**config.mk**
```make
export PLATFORM = sky130hd
export DESIGN_NAME = crtc_host_regs
export DESIGN_NICKNAME = d
export VERILOG_FILES = /design/src/rtl/crtc_host_pkg.sv /design/src/rtl/crtc_reg_file.sv /design/src/rtl/crtc_lpen_cap.sv /design/src/rtl/crtc_update_ctl.sv /design/src/rtl/crtc_host_regs.sv
export SDC_FILE = /design/constraint.sdc
export NUM_CORES = 1
export LEC_CHECK = 0
export CORE_ASPECT_RATIO = 0.9
export CORE_MARGIN = 4
export CORE_UTILIZATION = 40
export CTS_CLUSTER_DIAMETER = 50
export DETAILED_ROUTE_END_ITERATION = 12
export GPL_TIMING_DRIVEN = 0
export PLACE_DENSITY = 0.65
export SLEW_MARGIN = 20
export SYNTH_ARGS = -nofsm -noshare
export SYNTH_HDL_FRONTEND = slang
export SYNTH_SLANG_ARGS = --single-unit
```
**constraint.sdc**
```tcl
create_clock -name clk_i -period 5.9 [get_ports clk_i]
set_clock_uncertainty 0.15 [all_clocks]
set_input_delay 1.18 -clock clk_i [delete_from_list [all_inputs] [get_ports clk_i]]
set_output_delay 1.18 -clock clk_i [all_outputs]
set_load 0.01 [all_outputs]
```
**src/rtl/crtc_host_pkg.sv**
```systemverilog
package crtc_host_pkg;
  localparam int unsigned DW       = 8;
  localparam int unsigned IDX_W    = 5;
  localparam int unsigned AW       = 14;
  localparam int unsigned N_PLAIN  = 16;
  localparam int unsigned IDX_PEN_HI = 16;
  localparam int unsigned IDX_PEN_LO = 17;
  localparam int unsigned IDX_UPD_HI = 18;
  localparam int unsigned IDX_UPD_LO = 19;
  localparam int unsigned IDX_TRIG   = 31;

  // storage mask per plain register index
  function automatic logic [DW-1:0] reg_mask(input int unsigned idx);
    case (idx)
      4, 6, 7, 10: reg_mask = 8'h7f;
      5, 9, 11:    reg_mask = 8'h1f;
      12, 14:      reg_mask = 8'h3f;
      default:     reg_mask = 8'hff;
    endcase
  endfunction
endpackage

```
**src/rtl/crtc_reg_file.sv**
```systemverilog
module crtc_reg_file
  import crtc_host_pkg::*;
#(
  parameter int unsigned NREG = N_PLAIN
) (
  input  logic                      clk_i,
  input  logic                      rst_ni,
  input  logic                      we_i,
  input  logic [IDX_W-1:0]          idx_i,
  input  logic [DW-1:0]             wdata_i,
  output logic [NREG-1:0][DW-1:0]   regs_o
);
  for (genvar g = 0; g < NREG; g++) begin : g_reg
    localparam logic [DW-1:0] MASK = reg_mask(g);
    always_ff @(posedge clk_i or negedge rst_ni) begin
      if (!rst_ni)                               regs_o[g] <= '0;
      else if (we_i && idx_i == IDX_W'(g))       regs_o[g] <= wdata_i & MASK;
    end
  end

  AST_OOR_WRITE_IGNORED: assert property (@(posedge clk_i) disable iff (!rst_ni)
    (we_i && idx_i >= IDX_W'(NREG)) |=> $stable(regs_o));
endmodule

```
**src/rtl/crtc_lpen_cap.sv**
```systemverilog
module crtc_lpen_cap
  import crtc_host_pkg::*;
(
  input  logic          clk_i,
  input  logic          rst_ni,
  input  logic          strobe_i,
  input  logic [AW-1:0] mem_addr_i,
  input  logic          clr_i,
  output logic          full_o,
  output logic [AW-1:0] addr_o
);
  logic strobe_q;
  logic edge_hit;

  assign edge_hit = strobe_i && !strobe_q;

  always_ff @(posedge clk_i or negedge rst_ni) begin
    if (!rst_ni) begin
      strobe_q <= 1'b0;
      full_o   <= 1'b0;
      addr_o   <= '0;
    end else begin
      strobe_q <= strobe_i;
      if (edge_hit && !full_o) begin
        full_o <= 1'b1;
        addr_o <= mem_addr_i;
      end else if (clr_i) begin
        full_o <= 1'b0;
      end
    end
  end

  AST_LPEN_HOLD: assert property (@(posedge clk_i) disable iff (!rst_ni)
    full_o |=> $stable(addr_o));
  AST_LPEN_CLEAR: assert property (@(posedge clk_i) disable iff (!rst_ni)
    (clr_i && !(edge_hit && !full_o)) |=> !full_o);
endmodule

```
**src/rtl/crtc_update_ctl.sv**
```systemverilog
module crtc_update_ctl
  import crtc_host_pkg::*;
(
  input  logic          clk_i,
  input  logic          rst_ni,
  input  logic          wr_hi_i,
  input  logic          wr_lo_i,
  input  logic [DW-1:0] wdata_i,
  input  logic          trig_i,
  input  logic          done_i,
  input  logic          clr_i,
  output logic [AW-1:0] addr_o,
  output logic          req_o,
  output logic          ready_o
);
  localparam int unsigned HI_W = AW - DW;

  always_ff @(posedge clk_i or negedge rst_ni) begin
    if (!rst_ni) begin
      addr_o  <= '0;
      req_o   <= 1'b0;
      ready_o <= 1'b0;
    end else begin
      req_o <= trig_i;
      if (wr_hi_i)      addr_o[AW-1:DW] <= wdata_i[HI_W-1:0];
      else if (wr_lo_i) addr_o[DW-1:0]  <= wdata_i;
      else if (done_i)  addr_o          <= addr_o + AW'(1);
      if (done_i)       ready_o <= 1'b1;
      else if (clr_i)   ready_o <= 1'b0;
    end
  end

  AST_UPD_INC: assert property (@(posedge clk_i) disable iff (!rst_ni)
    (done_i && !wr_hi_i && !wr_lo_i) |=> addr_o == $past(addr_o) + AW'(1));
  AST_REQ_ORIGIN: assert property (@(posedge clk_i) disable iff (!rst_ni)
    $rose(req_o) |-> $past(trig_i));
endmodule

```
**src/rtl/crtc_host_regs.sv**
```systemverilog
module crtc_host_regs
  import crtc_host_pkg::*;
(
  input  logic        clk_i,
  input  logic        rst_ni,
  input  logic        cs_i,
  input  logic        rs_i,
  input  logic        rw_i,
  input  logic [7:0]  wr_data_i,
  output logic [7:0]  rd_data_o,
  input  logic        lpen_strobe_i,
  input  logic [13:0] mem_addr_i,
  input  logic        vblank_i,
  input  logic        update_done_i,
  output logic [7:0]  h_total_o,
  output logic [7:0]  h_disp_o,
  output logic [7:0]  h_sync_pos_o,
  output logic [7:0]  sync_width_o,
  output logic [6:0]  v_total_o,
  output logic [4:0]  v_adjust_o,
  output logic [6:0]  v_disp_o,
  output logic [6:0]  v_sync_pos_o,
  output logic [7:0]  mode_o,
  output logic [4:0]  raster_max_o,
  output logic [6:0]  cursor_start_o,
  output logic [4:0]  cursor_end_o,
  output logic [13:0] disp_start_o,
  output logic [13:0] cursor_addr_o,
  output logic [13:0] update_addr_o,
  output logic        update_req_o
);
  logic [IDX_W-1:0]           idx_q;
  logic [N_PLAIN-1:0][DW-1:0] regs;
  logic                       wr_data, rd_data, pen_rd;
  logic                       pen_full, upd_ready;
  logic [AW-1:0]              pen_addr;

  assign wr_data = cs_i && rs_i && !rw_i;
  assign rd_data = cs_i && rs_i && rw_i;
  assign pen_rd  = rd_data && (idx_q == IDX_W'(IDX_PEN_HI) || idx_q == IDX_W'(IDX_PEN_LO));

  always_ff @(posedge clk_i or negedge rst_ni) begin
    if (!rst_ni)                     idx_q <= '0;
    else if (cs_i && !rs_i && !rw_i) idx_q <= wr_data_i[IDX_W-1:0];
  end

  crtc_reg_file #(.NREG(N_PLAIN)) u_regs (
    .clk_i   (clk_i),
    .rst_ni  (rst_ni),
    .we_i    (wr_data),
    .idx_i   (idx_q),
    .wdata_i (wr_data_i),
    .regs_o  (regs)
  );

  crtc_lpen_cap u_lpen (
    .clk_i      (clk_i),
    .rst_ni     (rst_ni),
    .strobe_i   (lpen_strobe_i),
    .mem_addr_i (mem_addr_i),
    .clr_i      (pen_rd),
    .full_o     (pen_full),
    .addr_o     (pen_addr)
  );

  crtc_update_ctl u_upd (
    .clk_i   (clk_i),
    .rst_ni  (rst_ni),
    .wr_hi_i (wr_data && idx_q == IDX_W'(IDX_UPD_HI)),
    .wr_lo_i (wr_data && idx_q == IDX_W'(IDX_UPD_LO)),
    .wdata_i (wr_data_i),
    .trig_i  (cs_i && rs_i && idx_q == IDX_W'(IDX_TRIG)),
    .done_i  (update_done_i),
    .clr_i   (pen_rd),
    .addr_o  (update_addr_o),
    .req_o   (update_req_o),
    .ready_o (upd_ready)
  );

  always_comb begin
    rd_data_o = '0;
    if (cs_i && rw_i) begin
      if (!rs_i) rd_data_o = {upd_ready, pen_full, vblank_i, 5'b0};
      else begin
        case (idx_q)
          5'd14:   rd_data_o = regs[14];
          5'd15:   rd_data_o = regs[15];
          5'd16:   rd_data_o = {2'b0, pen_addr[13:8]};
          5'd17:   rd_data_o = pen_addr[7:0];
          default: rd_data_o = '0;
        endcase
      end
    end
  end

  assign h_total_o      = regs[0];
  assign h_disp_o       = regs[1];
  assign h_sync_pos_o   = regs[2];
  assign sync_width_o   = regs[3];
  assign v_total_o      = regs[4][6:0];
  assign v_adjust_o     = regs[5][4:0];
  assign v_disp_o       = regs[6][6:0];
  assign v_sync_pos_o   = regs[7][6:0];
  assign mode_o         = regs[8];
  assign raster_max_o   = regs[9][4:0];
  assign cursor_start_o = regs[10][6:0];
  assign cursor_end_o   = regs[11][4:0];
  assign disp_start_o   = {regs[12][5:0], regs[13]};
  assign cursor_addr_o  = {regs[14][5:0], regs[15]};

  AST_STATUS_LOW_ZERO: assert property (@(posedge clk_i) disable iff (!rst_ni)
    (cs_i && rw_i && !rs_i) |-> rd_data_o[4:0] == 5'b0);
  AST_IDLE_BUS_ZERO: assert property (@(posedge clk_i) disable iff (!rst_ni)
    !(cs_i && rw_i) |-> rd_data_o == 8'h00);
  AST_INDEX_LOAD: assert property (@(posedge clk_i) disable iff (!rst_ni)
    (cs_i && !rs_i && !rw_i) |=> idx_q == $past(wr_data_i[IDX_W-1:0]));
endmodule

```
==> Word level (Yosys, flattened, before mapping) <==
Cells that the tools add are included.
{ "word_totals": {"reg_bits": 148} }
{ "op_classes": {"addsub": 1, "eq_ne": 21, "mux": 10, "bitwise_logic": 1, "reduce_logical": 40} }
{ "op_table": {"columns": ["operator", "count"], "rows": [
  ["5-bit by 4-bit equality test with 1-bit output, second input constant", 8],
  ["8-bit one-hot mux with 4 select lines", 1],
  ["1-bit logical AND", 28],
  ["5-bit equality test, second input constant", 5],
  ["8-bit 2-to-1 mux", 3],
  ["5-bit by 3-bit equality test with 1-bit output, second input constant", 4],
  ["14-bit by 1-bit adder with 14-bit output, second input constant", 1],
  ["14-bit 2-to-1 mux", 1],
  ["6-bit 2-to-1 mux", 2],
  ["5-bit by 2-bit equality test with 1-bit output, second input constant", 2],
  ["2-bit nonzero test", 4],
  ["5-bit by 1-bit equality test with 1-bit output, second input constant", 1],
  ["5-bit zero test", 1],
  ["1-bit zero test", 4],
  ["2-bit AND reduction", 2],
  ["1-bit 2-to-1 mux", 3],
  ["2-bit by 1-bit != test with 1-bit output, second input constant", 1],
  ["1-bit logical OR", 1],
  ["1-bit inverter", 1]
]} }

==> Logic depth before layout (Yosys ltp) <==
{ "depth": {"ltp_word": 5, "depth_mapped": 6, "ltp_nobuf": 5} }

==> By module <==
Synthesis repeated with hierarchy kept, for this count alone.
{ "unflattened": {"hier_cells": 471, "hier_area_um2": 6531.3} }
{ "modules_own_cells": {"columns": ["module", "n_inst", "cells_each", "area_each_um2", "seq_area_each_um2"], "rows": [
  ["crtc_reg_file", 1, 276, 4421.7, 2777.7],
  ["crtc_update_ctl", 1, 99, 934.6, 400.4],
  ["crtc_lpen_cap", 1, 34, 604.3, 400.4],
  ["crtc_host_regs", 1, 62, 570.5, 125.1]
]} }

==> Worst setup path after synthesis <==
No wires, ideal clock.
{ "synth_timing": {"kind": "input to output", "from": "input port rs_i", "to": "output port rd_data_o[7]", "arrival_time_ns": 1.716, "required_ns": 4.570, "slack_ns": 2.854, "cell_stages": 3, "path_cell_list": "and3_1 nand2_1 o21ai_0"} }
{ "synth_between": {"elab_chain_cells": 2} }
{ "synth_lines": {"columns": ["item", "line_no", "text"], "rows": [
  ["start: declaration", "crtc_host_regs.sv:7", "input logic rs_i,"],
  ["8-bit 2-to-1 mux", "crtc_host_regs.sv:83", "if (!rs_i) rd_data_o = {upd_ready, pen_full, vblank_i, 5'b0};"],
  ["8-bit 2-to-1 mux", "crtc_host_regs.sv:82", "if (cs_i && rw_i) begin"],
  ["end: declaration", "crtc_host_regs.sv:10", "output logic [7:0] rd_data_o,"]
]} }
No other way between the ends.

==> Worst setup path after layout <==
Ends and elaborated chain as after synthesis.

==> flow_summary_export.csv <==
group,metric,value,unit
die,core_area,15440,sq um
min_path,whs_path_depth,1,
finish,syn_to_final_growth,37.97,%
pwr,leakagePower,0.003788,uW
timing,maxSlewHeadroom,0.3691,
run_status,outcome,"finished clean",
timing,setup_viol,0,
finish,fin_nets,667,
global_routing,grtUsageMet1,0.2626,
yosys,syn_inst,459,
clocking,ctsHtreeMaxLevel,4,
critical_path,r2r-start,"u_lpen.full_o$_DFFE_PN0P_",
critical_path,critPathRequiredTime,4.57,ns
clocking,cts_resized,0,
die,die_area,17850,sq um
detailed_routing,drc,0,
detailed_routing,wl_per_cell,20.48,um
global_routing,grt_busiest_layer,"met2",
clocking,clk_pin_slew,0.06,ns
global_routing,grt_max_degree,95,
global_routing,grtUsageMet2,0.3066,
timing,hold_violations,0,
critical_path,crit_path_max_fanout,8,
pwr,power_density,416.7,nW/um^2
placed_design,gp_congestion,0.8122,
yosys,ys.flop_type,"dfrtp_1",
timing,drv_slew,0,
detailed_routing,ant_nets,0,
timing,setup_ws,1.617,ns
pwr,p_total,3628,uW
clocking,clockBufferDepth,2,
yosys,muxShareOfSynthArea,0.2510,
placed_design,dpl.hpwl,12080,um
critical_path,reg2regPathDepth,3,
critical_path,worst_ep_arrival_time,2.95,ns
global_routing,grtUsageMet3,0.07335,
placed_design,port_buffers,157,
timing,max_freq,233.5,MHz
critical_path,endpoint_kind,"primary output",
yosys,synth_compound_area_frac,0.04402,
min_path,timing.hold.worst.class,"register to register",
yosys,synthesis.nets,490,
yosys,syn_area,6310,sq um
clocking,cts_buffers,17,
global_routing,grt_pass1_wl,27240,um
min_path,hp-start,"u_upd.ready_o$_DFFE_PN0P_",
yosys,yosys_warnings,0,
yosys,synth_adder_area_share,0.001983,
yosys,ys_ff_latch,148,
critical_path,timing.rr.end,"u_lpen.addr_o[10]$_DFFE_PN0P_",
clocking,clockRootBuffer,"clkbuf_16",
yosys,synth_edf_count,0,
yosys,yosysSeqAreaShare,0.5870,
timing,worst_slew_pin_slew,0.9444,ns
clocking,postCtsHoldBufs,0,
yosys,ys_types,54,
yosys,synth_top_family_by_area,"multiplexers",
finish,final_cell_mix,"clkdlybuf4s50_1 (156), dfrtp_1 (148), mux2_2 (128)",
yosys,ys_async_sr_fraction,1.000,
run,maxCapViolCount,0,
detailed_routing,drtIter0Drc,200,
clocking,clk_latency,0.42,ns
global_routing,grt_use_total,0.1994,
detailed_routing,drt-total-wl,17370,um
global_routing,grt_antenna_before_repair,0,
pwr,vdd_drop_max,0.0002712,V
die,die_w,140.4,um
yosys,synth_area_per_cell,13.75,sq um
clocking,clock_sinks,148,
min_path,holdPathEnd,"u_upd.ready_o$_DFFE_PN0P_",
yosys,synthXorXnorAreaFrac,0.004164,
yosys,synthSimpleGateAreaFrac,0.09300,
timing,timing.hold.ws,0.3459,ns
clocking,post-cts-setup-buffers,0,
finish,antennaDiodeCount,0,
clocking,cts_tree,"done",
die,start_util,0.4086,
finish,nFillCells,1268,
global_routing,grt.overflow.total,0,
finish,drive_gt1_frac,0.2740,
die,num_rows,43,
finish,layout_commonest_cell,"clkdlybuf4s50_1",
timing,min_period_over_period,0.7259,
global_routing,grt_pass1_vias,4672,
critical_path,start_kind,"input port",
critical_path,critPathKind,"input port to primary output",
critical_path,rrSetupSlack,3.50,ns
finish,utilization,0.5638,
detailed_routing,via_per_inst,5.316,
placed_design,place_ws,1.609,ns
die,die_h,127.2,um
detailed_routing,drt-pass1-iter-count,4,
timing,rsz0062_at_grt,"no",
timing,period_needed,4.283,ns
die,boundaryPins,164,
detailed_routing,vias,4508,
[metrics by stage]
stage          TNS [ns]  std cells  area (sq um)
3_5_place_dp          0        819          8167
6_report              0        848          8706
3_3_place_gp    -336.19        818          8134
2_1_floorplan         0        459          6310
5_1_grt               0        848          8706
4_1_cts               0        848          8706
[cell usage after synthesis (6+ instances only)]
cell      instances  area share
mux2_2          128        0.23
a211oi_1          6      0.0071
dfrtp_1         148        0.59
nor3_1           10      0.0079
nand3_1          11      0.0087
buf_2             8      0.0063
nand2_1          22       0.013
nor2_1           15      0.0089
clkbuf_1         11      0.0065
mux2i_1          12       0.019
[power breakdown]
group / total, uW / internal [uW] / switching (uW) / leakage [uW]
clock network: 994 / 590 / 404 / 0.000262
registers: 1520 / 1310 / 212 / 0.00192
logic: 1110 / 674 / 440 / 0.00161
total: 3630 / 2570 / 1060 / 0.00379
[sequential cells by signal (all words and copies together) (netlist names)]
register / flops
u_regs.regs_o: 111
u_lpen.full_o: 1
u_lpen.strobe_q: 1
u_upd.ready_o: 1
u_lpen.addr_o: 14
u_upd.req_o: 1
u_upd.addr_o: 14
idx_q: 5
[logic make-up after synthesis]
kind of cell,Yosys count
AOI/OAI and AO/OA,36
xor gates and xnor gates,3
adders and majority gates,1
buffers and inverters,29
DFF,148
muxes,142
and+or+nand+nor,100
[critical path: stages]
cell	delay [ns]
clkdlybuf4s50_1	0.67
and3_1	0.26
nand2_1	0.08
o21ai_0	0.20
clkdlybuf4s50_1	0.57
[layer usage]
metal,share of wire,vias to the layer above,wire length (um)
met5,0,-,0
met1,0.43,2280,7451
met2,0.46,165,8007
li1,-,2033,-
met4,0.020,0,340
met3,0.090,30,1571
[area by class of cell]
class / count / area, sq um / share of cell area
clock buffer: 19 / 452.9 / 0.05203
multi-input combinational: 282 / 2487 / 0.2857
buffer: 24 / 100.1 / 0.01150
clock inverter: 10 / 86.33 / 0.009917
inverter: 5 / 18.77 / 0.002156
tap: 202 / 252.7 / 0.02903
sequential: 148 / 3704 / 0.4254
timing repair buffer: 158 / 1604 / 0.1842
[worst max-delay path by stage]
stage | start | end | depth (start not counted)
floorplan | rs_i | rd_data_o[7] | 3
finish | rs_i | rd_data_o[7] | 5
global placement | rst_ni | u_regs.regs_o[0]$_DFFE_PN0P_ | 1
detailed placement | cs_i | rd_data_o[7] | 5
CTS | cs_i | rd_data_o[7] | 5
global route | cs_i | rd_data_o[7] | 5
Power figures use the tool's default switching activity.
